==> config.mk <==
export PLATFORM = sky130hd
export DESIGN_NAME = adc6_frame_seq
export DESIGN_NICKNAME = d
export VERILOG_FILES = /design/src/rtl/adc6_seq_pkg.sv /design/src/rtl/adc6_clkgen.sv /design/src/rtl/adc6_edge_sync.sv /design/src/rtl/adc6_wait_timer.sv /design/src/rtl/adc6_frame_seq.sv
export SDC_FILE = /design/constraint.sdc
export NUM_CORES = 1
export LEC_CHECK = 0
export BUFFER_PORTS_ARGS = -buffer_cell sky130_fd_sc_hd__buf_2
export CORE_ASPECT_RATIO = 0.9
export CORE_UTILIZATION = 40
export DETAILED_ROUTE_END_ITERATION = 8
export GPL_TIMING_DRIVEN = 0
export HOLD_SLACK_MARGIN = 0.1
export SETUP_SLACK_MARGIN = 0.5
export SKIP_LAST_GASP = 1
export SYNTH_ARGS = -nofsm -noshare
export SYNTH_HDL_FRONTEND = slang
export SYNTH_HIERARCHICAL = 1
export SYNTH_SLANG_ARGS = --single-unit
==> constraint.sdc <==
create_clock -name clk -period 1.8 [get_ports clk]
set_input_delay 0.18 -clock clk [delete_from_list [all_inputs] [get_ports clk]]
set_output_delay 0.18 -clock clk [all_outputs]
set_load 0.01 [all_outputs]
==> src/rtl/adc6_seq_pkg.sv <==
package adc6_seq_pkg;

    localparam int unsigned CHAN_W       = 3;
    localparam int unsigned NUM_CHANNELS = 6;

    typedef enum logic [2:0] {
        ST_RESET,
        ST_IDLE,
        ST_HOLD,
        ST_WAIT_EOC,
        ST_READ,
        ST_PUSH
    } seq_state_e;

    function automatic int unsigned max3(input int unsigned a, input int unsigned b,
                                         input int unsigned c);
        int unsigned m;
        m = (a > b) ? a : b;
        return (m > c) ? m : c;
    endfunction

endpackage

==> src/rtl/adc6_clkgen.sv <==
module adc6_clkgen #(
    parameter int unsigned HALF_PERIOD = 10
) (
    input  logic clk,
    input  logic rst_n,
    output logic cclk_o,
    output logic rise_tick_o
);
    localparam int unsigned DIV_W = (HALF_PERIOD > 1) ? $clog2(HALF_PERIOD) : 1;

    logic [DIV_W-1:0] div_q;
    logic             at_end;

    assign at_end = (div_q == DIV_W'(HALF_PERIOD - 1));

    always_ff @(posedge clk or negedge rst_n) begin
        if (!rst_n) begin
            div_q       <= '0;
            cclk_o      <= 1'b0;
            rise_tick_o <= 1'b0;
        end else begin
            rise_tick_o <= at_end && !cclk_o;
            if (at_end) begin
                div_q  <= '0;
                cclk_o <= ~cclk_o;
            end else begin
                div_q <= div_q + 1'b1;
            end
        end
    end


    tick_on_rise_chk: assert property (@(posedge clk) disable iff (!rst_n)
        rise_tick_o |-> (cclk_o && !$past(cclk_o)));

endmodule

==> src/rtl/adc6_edge_sync.sv <==
module adc6_edge_sync #(
    parameter int unsigned WIDTH = 2
) (
    input  logic             clk,
    input  logic             rst_n,
    input  logic [WIDTH-1:0] async_i,
    output logic [WIDTH-1:0] rise_o
);
    for (genvar b = 0; b < WIDTH; b++) begin : g_bit
        logic meta_q, sync_q, prev_q;

        always_ff @(posedge clk or negedge rst_n) begin
            if (!rst_n) begin
                meta_q <= 1'b0;
                sync_q <= 1'b0;
                prev_q <= 1'b0;
            end else begin
                meta_q <= async_i[b];
                sync_q <= meta_q;
                prev_q <= sync_q;
            end
        end

        assign rise_o[b] = sync_q && !prev_q;
    end

endmodule

==> src/rtl/adc6_wait_timer.sv <==
module adc6_wait_timer #(
    parameter int unsigned LIMIT = 64
) (
    input  logic clk,
    input  logic rst_n,
    input  logic run_i,
    input  logic tick_i,
    output logic expired_o
);
    localparam int unsigned TW = $clog2(LIMIT + 1);

    logic [TW-1:0] cnt_q;

    always_ff @(posedge clk or negedge rst_n) begin
        if (!rst_n) begin
            cnt_q <= '0;
        end else if (!run_i) begin
            cnt_q <= '0;
        end else if (tick_i && (cnt_q != TW'(LIMIT))) begin
            cnt_q <= cnt_q + 1'b1;
        end
    end

    assign expired_o = (cnt_q == TW'(LIMIT));


    timer_idle_clear_chk: assert property (@(posedge clk) disable iff (!rst_n)
        !$past(run_i) |-> !expired_o);

endmodule

==> src/rtl/adc6_frame_seq.sv <==
module adc6_frame_seq
    import adc6_seq_pkg::*;
#(
    parameter int unsigned CLK_HALF    = 10,
    parameter int unsigned RST_CYCLES  = 8,
    parameter int unsigned HOLD_CYCLES = 4,
    parameter int unsigned READ_CYCLES = 4,
    parameter int unsigned EOC_TIMEOUT = 64,
    parameter int unsigned DATA_W      = 16
) (
    input  logic              clk,
    input  logic              rst_n,
    input  logic              sync_trig_i,
    output logic              cnv_clk_o,
    output logic              cnv_rst_n_o,
    output logic              cnv_hold_o,
    input  logic              cnv_eoc_i,
    output logic              cnv_cs_n_o,
    output logic              cnv_rd_n_o,
    output logic [CHAN_W-1:0] cnv_addr_o,
    input  logic [DATA_W-1:0] cnv_data_i,
    output logic              m_valid_o,
    input  logic              m_ready_i,
    output logic [DATA_W-1:0] m_data_o,
    output logic [CHAN_W-1:0] m_chan_o,
    output logic              m_last_o,
    output logic              overrun_o,
    output logic              timeout_o
);
    localparam int unsigned CNT_MAX   = max3(RST_CYCLES, HOLD_CYCLES, READ_CYCLES);
    localparam int unsigned CNT_W     = $clog2(CNT_MAX + 1);
    localparam logic [CNT_W-1:0]  RST_LAST  = CNT_W'(RST_CYCLES - 1);
    localparam logic [CNT_W-1:0]  HOLD_LAST = CNT_W'(HOLD_CYCLES - 1);
    localparam logic [CNT_W-1:0]  READ_LAST = CNT_W'(READ_CYCLES - 1);
    localparam logic [CHAN_W-1:0] LAST_CHAN = CHAN_W'(NUM_CHANNELS - 1);

    // synchronised edges of the asynchronous inputs
    logic [1:0] rise_vec;
    logic       trig_rise, eoc_rise;
    logic       cclk_tick, tmo_expired;

    adc6_clkgen #(.HALF_PERIOD(CLK_HALF)) i_clkgen (
        .clk        (clk),
        .rst_n      (rst_n),
        .cclk_o     (cnv_clk_o),
        .rise_tick_o(cclk_tick)
    );

    adc6_edge_sync #(.WIDTH(2)) i_sync (
        .clk    (clk),
        .rst_n  (rst_n),
        .async_i({cnv_eoc_i, sync_trig_i}),
        .rise_o (rise_vec)
    );

    assign trig_rise = rise_vec[0];
    assign eoc_rise  = rise_vec[1];

    // state and datapath registers
    seq_state_e        state_q, state_d;
    logic [CNT_W-1:0]  cnt_q, cnt_d;
    logic [CHAN_W-1:0] chan_q, chan_d;
    logic [DATA_W-1:0] data_q, data_d;
    logic              eoc_pend_q, eoc_pend_d;
    logic              overrun_d, timeout_d;

    adc6_wait_timer #(.LIMIT(EOC_TIMEOUT)) i_timer (
        .clk      (clk),
        .rst_n    (rst_n),
        .run_i    (state_q == ST_WAIT_EOC),
        .tick_i   (cclk_tick),
        .expired_o(tmo_expired)
    );

    // next-state and datapath logic
    always_comb begin
        state_d   = state_q;
        cnt_d     = cnt_q;
        chan_d    = chan_q;
        data_d    = data_q;
        timeout_d = 1'b0;

        unique case (state_q)
            ST_RESET: begin
                if (cnt_q == RST_LAST) begin
                    state_d = ST_IDLE;
                    cnt_d   = '0;
                end else begin
                    cnt_d = cnt_q + 1'b1;
                end
            end
            ST_IDLE: begin
                if (trig_rise) begin
                    state_d = ST_HOLD;
                    cnt_d   = '0;
                    chan_d  = '0;
                end
            end
            ST_HOLD: begin
                if (cnt_q == HOLD_LAST) begin
                    state_d = ST_WAIT_EOC;
                    cnt_d   = '0;
                end else begin
                    cnt_d = cnt_q + 1'b1;
                end
            end
            ST_WAIT_EOC: begin
                if (eoc_pend_q || eoc_rise) begin
                    state_d = ST_READ;
                    cnt_d   = '0;
                end else if (tmo_expired) begin
                    state_d   = ST_IDLE;
                    timeout_d = 1'b1;
                end
            end
            ST_READ: begin
                if (cnt_q == READ_LAST) begin
                    state_d = ST_PUSH;
                    data_d  = cnv_data_i;
                end else begin
                    cnt_d = cnt_q + 1'b1;
                end
            end
            ST_PUSH: begin
                if (m_ready_i) begin
                    cnt_d = '0;
                    if (chan_q == LAST_CHAN) begin
                        state_d = ST_IDLE;
                    end else begin
                        chan_d  = chan_q + 1'b1;
                        state_d = chan_q[0] ? ST_WAIT_EOC : ST_READ;
                    end
                end
            end
            default: state_d = ST_RESET;
        endcase
    end

    // pending end-of-conversion and overrun detection
    always_comb begin
        eoc_pend_d = eoc_pend_q;
        if (state_q == ST_IDLE || state_q == ST_RESET || state_q == ST_WAIT_EOC) begin
            eoc_pend_d = 1'b0;
        end else if (eoc_rise) begin
            eoc_pend_d = 1'b1;
        end
        overrun_d = trig_rise && (state_q != ST_IDLE) && (state_q != ST_RESET);
    end

    // state register
    always_ff @(posedge clk or negedge rst_n) begin
        if (!rst_n) begin
            state_q    <= ST_RESET;
            cnt_q      <= '0;
            chan_q     <= '0;
            data_q     <= '0;
            eoc_pend_q <= 1'b0;
            overrun_o  <= 1'b0;
            timeout_o  <= 1'b0;
        end else begin
            state_q    <= state_d;
            cnt_q      <= cnt_d;
            chan_q     <= chan_d;
            data_q     <= data_d;
            eoc_pend_q <= eoc_pend_d;
            overrun_o  <= overrun_d;
            timeout_o  <= timeout_d;
        end
    end

    // outputs decoded from state
    always_comb begin
        cnv_rst_n_o = (state_q != ST_RESET);
        cnv_hold_o  = (state_q == ST_HOLD);
        cnv_cs_n_o  = (state_q != ST_READ);
        cnv_rd_n_o  = (state_q != ST_READ);
        cnv_addr_o  = chan_q;
        m_valid_o   = (state_q == ST_PUSH);
        m_data_o    = data_q;
        m_chan_o    = chan_q;
        m_last_o    = (state_q == ST_PUSH) && (chan_q == LAST_CHAN);
    end


    quiet_in_reset_chk: assert property (@(posedge clk) disable iff (!rst_n)
        !cnv_rst_n_o |-> (!m_valid_o && !cnv_hold_o && cnv_cs_n_o));


    hold_excl_chk: assert property (@(posedge clk) disable iff (!rst_n)
        cnv_hold_o |-> (cnv_cs_n_o && cnv_rd_n_o && cnv_rst_n_o));


    addr_stable_chk: assert property (@(posedge clk) disable iff (!rst_n)
        (!cnv_rd_n_o && !$past(cnv_rd_n_o)) |-> $stable(cnv_addr_o));


    last_on_ch5_chk: assert property (@(posedge clk) disable iff (!rst_n)
        m_last_o |-> (m_valid_o && m_chan_o == LAST_CHAN));


    stream_hold_chk: assert property (@(posedge clk) disable iff (!rst_n)
        (m_valid_o && !m_ready_i) |=> (m_valid_o && $stable(m_data_o) && $stable(m_chan_o)));


    overrun_busy_chk: assert property (@(posedge clk) disable iff (!rst_n)
        overrun_o |-> ($past(state_q) != ST_IDLE && $past(state_q) != ST_RESET));


    timeout_idle_chk: assert property (@(posedge clk) disable iff (!rst_n)
        timeout_o |-> (state_q == ST_IDLE && $past(state_q) == ST_WAIT_EOC));

endmodule

**Word level (Yosys, flattened, before mapping)**

Index checks and enable logic that the tools add are counted.
Widths: inputs -> output; s select.

- Add/sub/neg operators: 4
- Eq/ne operators: 23
- Multiplexer cells: 29
- Bitwise operators: 1
- Reductions and logical operators: 22

Operators with widths:

| kind | count |
|---|---|
| $mux 3 | 12 |
| $mux 4 | 7 |
| $pmux 4 s6 | 1 |
| $pmux 3 s6 | 1 |
| $mux 7 | 2 |
| $ne 2x2->1 const B | 7 |
| $eq 3x3->1 const B | 3 |
| $add 4x1->4 const B | 2 |
| $add 7x1->7 const B | 1 |
| $eq 7x7->1 const B | 1 |
| $logic_and 1x1->1 | 7 |
| $ne 7x7->1 const B | 1 |
| $eq 3x2->1 const B | 2 |
| $ne 3x3->1 const B | 2 |
| $pmux 3 s2 | 1 |
| $reduce_and 6->1 | 1 |
| $reduce_bool 6->1 | 1 |
| $mux 1 | 5 |
| $reduce_and 5->1 | 1 |
| $eq 4x2->1 const B | 1 |
| $eq 4x3->1 const B | 1 |
| $eq 4x4->1 const B | 1 |
| $ne 2x1->1 const B | 2 |
| $reduce_and 4->1 | 1 |
| other kinds (10) | 15 |

- Register bits: 48
- Input bits: 21
- Output and inout bits: 31
- Word-level logic and storage cells: 96

**Longest topological paths before layout**

- Depth in word-level cells: 5
- Gate-level depth with buffers: 7
- Gate-level depth less buffers: 7

**By module**

Netlist, hierarchy kept.

By module, submodules not included:

| module | instances | cells each | area each (µm²) | sequential area each (µm²) |
|---|---|---|---|---|
| adc6_frame_seq | 1 | 130 | 1470.2 | 725.7 |
| adc6_wait_timer | 1 | 46 | 437.9 | 175.2 |
| adc6_clkgen | 1 | 21 | 239.0 | 150.1 |
| adc6_edge_sync | 1 | 8 | 177.7 | 150.1 |

**Worst setup path after synthesis**

No wires, ideal clock.

- Path type: register to register
- Start point: register, netlist name cnt_q[0]
- End point: register, netlist name cnt_q[3]
- Setup time: 80 ps
- Arrival time: 1706 ps
- Required time: 1720 ps
- Slack: 14 ps
- Cell stages (with the launch flop): 6
- Buffers on the path: 0
- Period minus slack after synthesis: 1786 ps
- Path through: dfrtp_1 > ha_1 > nor2b_1 > a311o_1 > or4b_1 > o211ai_2

==> key figures <==
Finish
  – Final antenna diode count: 0
  – Area growth from synthesis to layout: 50.6%
  – Final #Nets: 332
  – Share of post-route cells with drive strength above 1: 0.541
  – Fin cells: 374

Worst setup path
  – WP buf/inv: 0
  – Critical path type: flop to flop
  – CP max stage delay: 0.50 ns
  – Crit path launch type: flop
  – Max stage delay cell, worst path: or4b_4
  – CP delay by family, top: simple AND/OR/NAND/NOR gates
  – CP Cell Sequence: ha_4 -> nor4bb_1 -> a311o_1 -> or4b_4 -> o211ai_2
  – Critical path capture point type: flop
  – CP required: 2.04 ns
  – Worst Path Arrival: 1.95 ns
  – Crit-path max FO: 4

Yosys
  – Synth Flop Type: dfrtp_1
  – Library cells used by synthesis: 49
  – Commonest cells in the synthesized netlist: 48 x dfrtp_1, 17 x mux2_2, 17 x nand2_1
  – Async SR Flop Fraction: 1.00
  – Post-synthesis sequential area ratio: 0.517
  – Avg Cell Area, Syn: 11.3 µm²
  – Yosys warns: 6
  – Synth top area cells: dfrtp_1 52%, mux2_2 8.2%, nand2_1 2.7%
  – Top-count cell post-synth: dfrtp_1
  – Syn Inst Count: 205
  – Mapped cell area: 0.00232 mm²
  – Biggest area consumer among synthesized cells: dfrtp_1
  – Syn_nets: 231
  – Post-synth EDFFs: 0
  – Seq cells post-synth: 48
  – Post-synth top area share: 0.517

STA
  – Hold WS: 0.0471 ns
  – F_max: 0.586 GHz
  – Slew Viols, Final: 0
  – Worst-margin pin slew: 1.06 ns
  – Setup violators final: 0
  – Relative slew slack: 0.290
  – Post-layout min period: 1.71 ns
  – Tcrit/Tclk final: 0.949
  – Fin. Hold Viols: 0
  – Clock Skew: 0.00926 ns
  – Slack of the critical path: 0.0925 ns
  – RSZ-0062 raised after global routing: true
  – Fin Setup TNS: 0 ns

Pwr
  – Sw Share: 0.347
  – Maximum vdd drop: 809 µV
  – Power Internal: 3.03 mW
  – Leakage: 1.61 nW
  – Gate power share: 0.480
  – NetSw: 1.60 mW
  – Clk network pwr share: 0.177
  – Cell area power density: 1320 mW/mm²
  – Sequential share of power: 0.343

Detailed routing
  – Met3 Routed Length: 128 µm
  – Drt drc: 0
  – Total wire length: 5.59 mm
  – Vias per std cell: 5.04
  – Iteration count of the initial detailed-routing pass: 4
  – DR WL met2: 2.76 mm
  – Final antenna-violating net count: 0
  – Detailed-route via count: 1886
  – Initial drt markers: 79
  – M1 WL: 2.63 mm
  – Routed wire per std cell: 15.0 µm
  – DR top layer: met4

Clocking
  – CTS tree: built
  – Clock Root Buffer: clkbuf_8
  – Total CTS buffers: 5
  – Worst-Skew Late Latency: 0.31 ns
  – Clock transition at path regs: 0.10 ns
  – Clk sink count: 48
  – H-tree depth: 2
  – CTS max path bufs: 2

Placed design
  – Port Buf Inserts: 51
  – Dpl ws: -0.0786 ns
  – Dpl cells: 323
  – Post-DP HPWL: 3.21 mm
  – RePlAce Congestion: 0.774

Floorplanning
  – Die ar.: 0.00612 mm²
  – Core ar.: 0.00541 mm²
  – Std-Cell Rows: 25
  – Starting Density: 0.430
  – Die X: 82.4 µm
  – Io pins: 52
  – Die Ht: 74.3 µm

Global route
  – Total GRT Usage: 0.195
  – Vias in the first global route: 1824
  – Largest net degree at the start of global routing: 49
  – GRT overflow: 0
  – Global-route wire length before repair: 8.80 mm
  – Initial antenna violation count: 0

Run
  – Maxcap violations: 0

Min path
  – Hold WC Path Type: primary input to async pin

Run status
  – Outcome: finished, final reports clean
per-layer routing:
| metal | up-vias | track usage |
|---|---|---|
| met5 | - | 0 |
| met4 | 0 | 0.0663 |
| met2 | 26 | 0.315 |
| met1 | 925 | 0.263 |
| met3 | 7 | 0.0393 |
| li1 | 928 | - |
metrics by stage:
step | utilization | instance area, µm² | power, mW
after floorplan | - | 2410 | 2.64
after global placement | 0.508 | 2750 | 3.13
after detailed placement | 0.508 | 2750 | 3.16
after CTS | 0.628 | 3400 | 4.53
after global routing | 0.647 | 3500 | 4.89
final | 0.647 | 3500 | 4.63
cells by family (layout without fill, tap and decap cells):
family,after synthesis,after routing,synth area share
and+or+nand+nor,67,67,0.177
xor gates and xnor gates,5,5,0.0188
adders and majority gates,5,5,0.0269
muxes,22,22,0.104
AOI/OAI and AO/OA,35,35,0.103
DFF,48,48,0.517
buffers and inverters,23,125,0.0527
layout make-up:
| cell class | count | area, µm² |
|---|---|---|
| clock buffer | 5 | 68.8 |
| tap | 67 | 83.8 |
| clock inverter | 3 | 47.5 |
| inverter | 10 | 45.0 |
| multi-input combinational | 134 | 1210 |
| sequential | 48 | 1210 |
| fill | 421 | 1910 |
| timing repair buffer | 94 | 687 |
| buffer | 13 | 149 |
cell usage in the layout (no fill, tap or decap), drive strengths merged, types with 4 or more instances in the layout:
master and instances:
a21oi 4, buf 92, nand4 5, mux2 18, o21ai 14, dlygate4sd3 13, nor2b 7, nor2 4
xnor2 4, nand2 17, dfrtp 48, mux2i 4, ha 5, nand2b 6, clkbuf 7, inv 10
nand3 6, nand3b 4
power groups by stage:
stage / Sequential [mW] / Clock (mW) / Combinational, mW
finish: 1.59 / 0.820 / 2.22
global route: 1.62 / 0.876 / 2.39
CTS: 1.58 / 0.826 / 2.13
detailed placement: 1.58 / 0 / 1.58
global placement: 1.57 / 0 / 1.55
floorplan: 1.67 / 0 / 0.975
flip-flops by register name (all words and copies together), names as in the netlist, 2 cells and up:
| name | flops |
|---|---|
| i_sync/g_bit.prev_q | 2 |
| state_q | 3 |
| i_sync/g_bit.sync_q | 2 |
| i_timer/cnt_q | 7 |
| cnt_q | 4 |
| i_clkgen/div_q | 4 |
| cnv_addr_o | 3 |
| m_data_o | 16 |
| i_sync/g_bit.meta_q | 2 |
worst paths after layout:
path / from / endpoint / slack (ns) / cells past startpoint
max: cnt_q[0] / cnt_q[3] / 0.09 / 5
min: rst_n / cnt_q[2] / 0.05 / 1
max reg2reg: cnt_q[0] / cnt_q[3] / 0.09 / 5
min reg2reg: i_sync/g_bit[0].meta_q / i_sync/g_bit[0].sync_q / 0.37 / 0
max in group asynchronous: rst_n / cnv_addr_o[0] / 1.01 / 1
min in group clk: cnv_data_i[3] / m_data_o[3] / 0.10 / 2
what timing repair did:
item | CTS | global route
cloned | 2 | 0
buffers inserted | 23 | 5
pin swaps | 12 | 7
hold endpoints to repair | 12 | 1
setup endpoints to repair | 40 | 41
hold buffers | 12 | 1
resized for setup | 49 | 20
(Power assumes the default switching activity.)
